**config.mk**
```make
export PLATFORM = sky130hd
export DESIGN_NAME = bus_handover
export DESIGN_NICKNAME = d
export VERILOG_FILES = /design/src/rtl/bus_handover_pkg.sv /design/src/rtl/handover_seq.sv /design/src/rtl/handover_mux.sv /design/src/rtl/bus_handover.sv
export SDC_FILE = /design/constraint.sdc
export NUM_CORES = 1
export LEC_CHECK = 0
export ABC_AREA = 1
export BUFFER_PORTS_ARGS = -buffer_cell sky130_fd_sc_hd__buf_2
export CELL_PAD_IN_SITES_DETAIL_PLACEMENT = 2
export CELL_PAD_IN_SITES_GLOBAL_PLACEMENT = 2
export CORE_ASPECT_RATIO = 2
export CORE_MARGIN = 2
export CORE_UTILIZATION = 10
export DETAILED_ROUTE_END_ITERATION = 7
export PLACE_DENSITY = 0.95
export SKIP_CTS_REPAIR_TIMING = 1
export SLEW_MARGIN = 25
export SYNTH_ARGS = -nofsm -noshare
export SYNTH_HDL_FRONTEND = slang
export SYNTH_SLANG_ARGS = --single-unit
export TNS_END_PERCENT = 100
```
**constraint.sdc**
```tcl
create_clock -name clk -period 1.4 [get_ports clk]
set_input_delay 0.35 -clock clk [delete_from_list [all_inputs] [get_ports clk]]
set_output_delay 0.35 -clock clk [all_outputs]
set_load 0.005 [all_outputs]
```
**src/rtl/bus_handover_pkg.sv**
```systemverilog
package bus_handover_pkg;
  typedef enum logic [1:0] {
    ST_RESET_ALL   = 2'd0,
    ST_MASTER_BOOT = 2'd1,
    ST_HANDOVER    = 2'd2,
    ST_SLAVE_RUN   = 2'd3
  } hand_state_e;

  typedef enum logic [1:0] {
    GRANT_NONE   = 2'd0,
    GRANT_MASTER = 2'd1,
    GRANT_SLAVE  = 2'd2
  } grant_e;
endpackage

```
**src/rtl/handover_seq.sv**
```systemverilog
module handover_seq
  import bus_handover_pkg::*;
(
  input  logic   clk,
  input  logic   rst_n,
  input  logic   sel_req,
  input  logic   rel_req,
  input  logic   ext_valid,
  input  logic   ext_ready,
  output grant_e grant,
  output logic   master_rst_n,
  output logic   slave_rst_n,
  output logic   owner_sel
);
  hand_state_e state_q, state_d;
  logic        pend_q;
  logic        rel_q;

  // next-state logic for the one-way handover sequence
  always_comb begin
    state_d = state_q;
    unique case (state_q)
      ST_RESET_ALL:   state_d = ST_MASTER_BOOT;
      ST_MASTER_BOOT: if (sel_req) state_d = ST_HANDOVER;
      ST_HANDOVER:    if (!pend_q) state_d = ST_SLAVE_RUN;
      ST_SLAVE_RUN:   state_d = ST_SLAVE_RUN;
      default:        state_d = ST_RESET_ALL;
    endcase
  end

  // grant: during handover the master keeps the port only to finish a pending access
  always_comb begin
    unique case (state_q)
      ST_MASTER_BOOT: grant = GRANT_MASTER;
      ST_HANDOVER:    grant = pend_q ? GRANT_MASTER : GRANT_NONE;
      ST_SLAVE_RUN:   grant = GRANT_SLAVE;
      default:        grant = GRANT_NONE;
    endcase
  end

  always_ff @(posedge clk or negedge rst_n) begin
    if (!rst_n) begin
      state_q <= ST_RESET_ALL;
      pend_q  <= 1'b0;
      rel_q   <= 1'b0;
    end else begin
      state_q <= state_d;
      pend_q  <= ext_valid & ~ext_ready;
      if (state_q == ST_SLAVE_RUN && rel_req) rel_q <= 1'b1;
    end
  end

  assign master_rst_n = (state_q != ST_RESET_ALL);
  assign owner_sel    = (state_q == ST_SLAVE_RUN);
  assign slave_rst_n  = rel_q;
endmodule

```
**src/rtl/handover_mux.sv**
```systemverilog
module handover_mux
  import bus_handover_pkg::*;
#(
  parameter int ADDR_W = 16,
  parameter int DATA_W = 16,
  parameter int WAIT_W = 3
) (
  input  grant_e              grant,
  input  logic                owner_sel,
  input  logic                m_valid,
  input  logic [ADDR_W-1:0]   m_addr,
  input  logic [DATA_W-1:0]   m_wdata,
  input  logic                m_we,
  input  logic [WAIT_W-1:0]   m_wait_cfg,
  output logic                m_ready,
  output logic [DATA_W-1:0]   m_rdata,
  input  logic                s_valid,
  input  logic [ADDR_W-1:0]   s_addr,
  input  logic [DATA_W-1:0]   s_wdata,
  input  logic                s_we,
  input  logic [WAIT_W-1:0]   s_wait_cfg,
  output logic                s_ready,
  output logic [DATA_W-1:0]   s_rdata,
  output logic                ext_valid,
  output logic [ADDR_W-1:0]   ext_addr,
  output logic [DATA_W-1:0]   ext_wdata,
  output logic                ext_we,
  output logic [WAIT_W-1:0]   ext_wait_cfg,
  input  logic                ext_ready,
  input  logic [DATA_W-1:0]   ext_rdata
);
  logic to_m, to_s;
  assign to_m = (grant == GRANT_MASTER);
  assign to_s = (grant == GRANT_SLAVE);

  always_comb begin
    ext_valid = 1'b0;
    ext_addr  = '0;
    ext_wdata = '0;
    ext_we    = 1'b0;
    if (to_m) begin
      ext_valid = m_valid;
      ext_addr  = m_addr;
      ext_wdata = m_wdata;
      ext_we    = m_we;
    end else if (to_s) begin
      ext_valid = s_valid;
      ext_addr  = s_addr;
      ext_wdata = s_wdata;
      ext_we    = s_we;
    end
  end

  assign m_ready      = to_m & ext_ready;
  assign s_ready      = to_s & ext_ready;
  assign m_rdata      = to_m ? ext_rdata : '0;
  assign s_rdata      = to_s ? ext_rdata : '0;
  assign ext_wait_cfg = owner_sel ? s_wait_cfg : m_wait_cfg;
endmodule

```
**src/rtl/bus_handover.sv**
```systemverilog
module bus_handover
  import bus_handover_pkg::*;
#(
  parameter int ADDR_W = 16,
  parameter int DATA_W = 16,
  parameter int WAIT_W = 3
) (
  input  logic              clk,
  input  logic              rst_n,
  input  logic              sel_req,
  input  logic              rel_req,
  output logic              master_rst_n,
  output logic              slave_rst_n,
  output logic              owner_sel,
  input  logic              m_valid,
  output logic              m_ready,
  input  logic [ADDR_W-1:0] m_addr,
  input  logic [DATA_W-1:0] m_wdata,
  input  logic              m_we,
  output logic [DATA_W-1:0] m_rdata,
  input  logic [WAIT_W-1:0] m_wait_cfg,
  input  logic              s_valid,
  output logic              s_ready,
  input  logic [ADDR_W-1:0] s_addr,
  input  logic [DATA_W-1:0] s_wdata,
  input  logic              s_we,
  output logic [DATA_W-1:0] s_rdata,
  input  logic [WAIT_W-1:0] s_wait_cfg,
  output logic              ext_valid,
  input  logic              ext_ready,
  output logic [ADDR_W-1:0] ext_addr,
  output logic [DATA_W-1:0] ext_wdata,
  output logic              ext_we,
  input  logic [DATA_W-1:0] ext_rdata,
  output logic [WAIT_W-1:0] ext_wait_cfg
);
  grant_e grant;

  handover_seq u_seq (
    .clk          (clk),
    .rst_n        (rst_n),
    .sel_req      (sel_req),
    .rel_req      (rel_req),
    .ext_valid    (ext_valid),
    .ext_ready    (ext_ready),
    .grant        (grant),
    .master_rst_n (master_rst_n),
    .slave_rst_n  (slave_rst_n),
    .owner_sel    (owner_sel)
  );

  handover_mux #(.ADDR_W(ADDR_W), .DATA_W(DATA_W), .WAIT_W(WAIT_W)) u_mux (
    .grant        (grant),
    .owner_sel    (owner_sel),
    .m_valid      (m_valid),
    .m_addr       (m_addr),
    .m_wdata      (m_wdata),
    .m_we         (m_we),
    .m_wait_cfg   (m_wait_cfg),
    .m_ready      (m_ready),
    .m_rdata      (m_rdata),
    .s_valid      (s_valid),
    .s_addr       (s_addr),
    .s_wdata      (s_wdata),
    .s_we         (s_we),
    .s_wait_cfg   (s_wait_cfg),
    .s_ready      (s_ready),
    .s_rdata      (s_rdata),
    .ext_valid    (ext_valid),
    .ext_addr     (ext_addr),
    .ext_wdata    (ext_wdata),
    .ext_we       (ext_we),
    .ext_wait_cfg (ext_wait_cfg),
    .ext_ready    (ext_ready),
    .ext_rdata    (ext_rdata)
  );
endmodule

```
==> flow_metrics.py <==
metrics = {
    "run_status": {
        "status": "finished with violations",
        "violations": "setup timing",
    },
    "grt": {
        "grt_pass1_wl_mm": 9.29,
        "antenna_found_initial": 0,
        "grt_max_degree": 25,
        "grt_pass1_vias": 2011,
        "grtUsageTotal_pct": 12.5,
        "gr-total-overflow": 0,
    },
    "sta": {
        "worst_slew_pin_slew_ns": 0.190,
        "finalCritPeriodShare_pct": 124,
        "rsz0062_at_grt": "yes",
        "fin_crit_ns": 1.73,
        "final-setup-viol-count": 73,
        "fmax_mhz": 578,
        "slew_headroom_pct": 87.2,
        "slew_viol_final": 0,
        "finalHoldViolations": 0,
        "fin_worst_skew_ns": 0.000983,
        "setup_slack_ns": -0.330,
    },
    "logic_synthesis": {
        "ys_seq_area_share_pct": 11.8,
        "synth_fa_ha_area_share_pct": 0,
        "synthesis.area_sq_um": 846,
        "synth_compound_area_share_pct": 2.07,
        "synthMuxAreaShare_pct": 0,
        "syn-num-nets": 286,
        "synth_top_family_by_area": "simple AND/OR/NAND/NOR gates",
        "synthCells": 191,
        "synth_cell_types": 16,
        "ys_warn_count": 0,
        "synth-seq-cells": 4,
        "yosys.area_share.simple_pct": 69.1,
        "synth.avg_cell_area_sq_um": 4.43,
        "synth_xor_xnor_area_share_pct": 0,
    },
    "cts": {
        "cts_max_level": 1,
        "root_buffer": "clkbuf_16",
        "clk_path_buf_depth": 2,
        "cts.sink_count": 4,
        "path_clk_slew_ns": 0.03,
        "cts_buffers": 3,
        "clk_latency_ns": 0.22,
        "cts_tree": "yes",
    },
    "worst_setup_path": {
        "cp.required_ns": 1.05,
        "crit_type": "reg -> out",
        "arrival_ns": 1.38,
        "cp_max_fo": 10,
        "cp-start-kind": "register",
        "critPathCaptureType": "primary output",
    },
    "worst_hold_path": {
        "hold_path_class": "in -> reg",
    },
    "cells_and_area": {
        "drive_gt1_share_pct": 62.1,
        "finish.utilization_pct": 28.2,
        "nets": 469,
        "area_growth_pct": 174,
        "antenna_cells": 0,
    },
    "place": {
        "gp_congestion": 0.804,
        "place_hpwl_mm": 5.50,
        "pre_cts_slack_ns": -0.109,
        "io_buffers": 168,
    },
    "floorplanning": {
        "fp-row-count": 47,
        "fp.dieH_microns": 134,
        "ios": 169,
        "start_util_pct": 10.3,
        "dieArea_sq_um": 9250,
        "core_sq_um": 8230,
        "fp.dieW_microns": 69.0,
    },
    "route": {
        "initialDrtViolationCount": 15,
        "ant_nets": 0,
        "first_pass_iters": 4,
        "finalWirelength_mm": 6.90,
        "wire_per_inst_microns": 14.7,
        "drc": 0,
        "via_per_inst": 4.03,
        "vias": 1895,
    },
    "power": {
        "power_mw": 0.912,
        "p_leak_nw": 1.50,
        "peakVddDrop_mv": 0.254,
        "p_per_area_nw_per_um2": 393,
    },
    "flow_run": {
        "maxCapViolations": 0,
    },
}
per-stage QoR:
stage / setup TNS [ns] / std cells / hold slack (ns) / instance area, sq um
floorplan: 0 / 191 / 0.0544 / 846
global placement: -0.143 / 457 / 0.164 / 1860
detailed placement: -2.47 / 457 / 0.164 / 1860
CTS: -19.23 / 460 / -0.0685 / 1940
global route: -24.79 / 470 / 0.323 / 2320
finish: -19.48 / 470 / 0.313 / 2320
critical path, cell delays in order, from the launching register on:
cell and delay (ns):
dfrtp_2 0.43, nand2_2 0.11, nand2_4 0.07, nand2_4 0.10
inv_8 0.05, buf_8 0.13, nand2_1 0.07, nand2_1 0.06
buf_2 0.13
metal layers:
| metal | vias up | global-route usage (%) | share of wire [%] |
|---|---|---|---|
| li1 | 909 | - | - |
| met3 | 6 | 1.95 | 6.8 |
| met1 | 846 | 11.7 | 31 |
| met2 | 134 | 26.7 | 61 |
| met4 | 0 | 3.05 | 1.2 |
| met5 | - | 0 | 0 |
Yosys cell counts:
cell      instances  area share, %
nor2_1           34             15
o21ai_0           1           0.59
a21oi_1           1           0.59
inv_1            20            8.9
buf_4             5            4.4
buf_2             2            1.2
nand3_1           1           0.59
nand2_2           2            1.5
inv_4             1           0.74
inv_2             1           0.44
buf_1             2           0.89
nand2_4           1            1.3
dfrtp_1           4             12
a21o_1            1           0.89
nand2_1         114             51
clkbuf_1          1           0.44
final cells by class:
type / count / area, sq um
sequential: 4 / 101
multi-input combinational: 155 / 744
inverter: 22 / 97.6
fill: 1033 / 5910
timing repair buffer: 188 / 1180
tap: 98 / 123
clock buffer: 3 / 75.1
sequential cells by signal, summed over array words and instances, names as in the netlist:
name               cells
u_seq.state_q          2
u_seq.pend_q           1
u_seq.slave_rst_n      1
power by group:
group / switching (mW) / internal [mW] / total (mW)
registers: 0.000940 / 0.118 / 0.119
clock network: 0.0741 / 0.364 / 0.438
logic: 0.156 / 0.199 / 0.354
layout by cell type, fill, tap and decap left out:
cell type        n
inv_8            2
dfrtp_2          1
nor2_2           4
a21oi_1          1
buf_6            7
inv_2            1
buf_8            1
dlygate4sd3_1    1
dfrtp_1          3
nand2_2         20
nor2_4           2
a21o_1           1
nor2_1          28
nand2_1         87
nand2_4         10
buf_12           4
buf_4            7
nand3_2          1
inv_1           19
o21ai_0          1
buf_2          163
clkbuf_16        8
final timing paths:
| check | slack [ns] | cells past startpoint | end | from |
|---|---|---|---|---|
| worst max-delay path | -0.33 | 8 | ext_wdata[7] | u_seq.state_q[1] |
| worst min-delay path | 0.31 | 2 | u_seq.pend_q | ext_ready |
| worst max register to register | 0.32 | 4 | u_seq.slave_rst_n | u_seq.state_q[1] |
| worst min register to register | 0.46 | 1 | u_seq.slave_rst_n | u_seq.slave_rst_n |
| max in group asynchronous | 0.79 | 2 | u_seq.state_q[1] | rst_n |
| min in group asynchronous | 0.47 | 2 | u_seq.slave_rst_n | rst_n |
cells by family after synthesis:
kind of cell	Yosys count
buf+inv	32
compound gates	3
simple gates	152
flops	4
(Power assumes the default switching activity.)
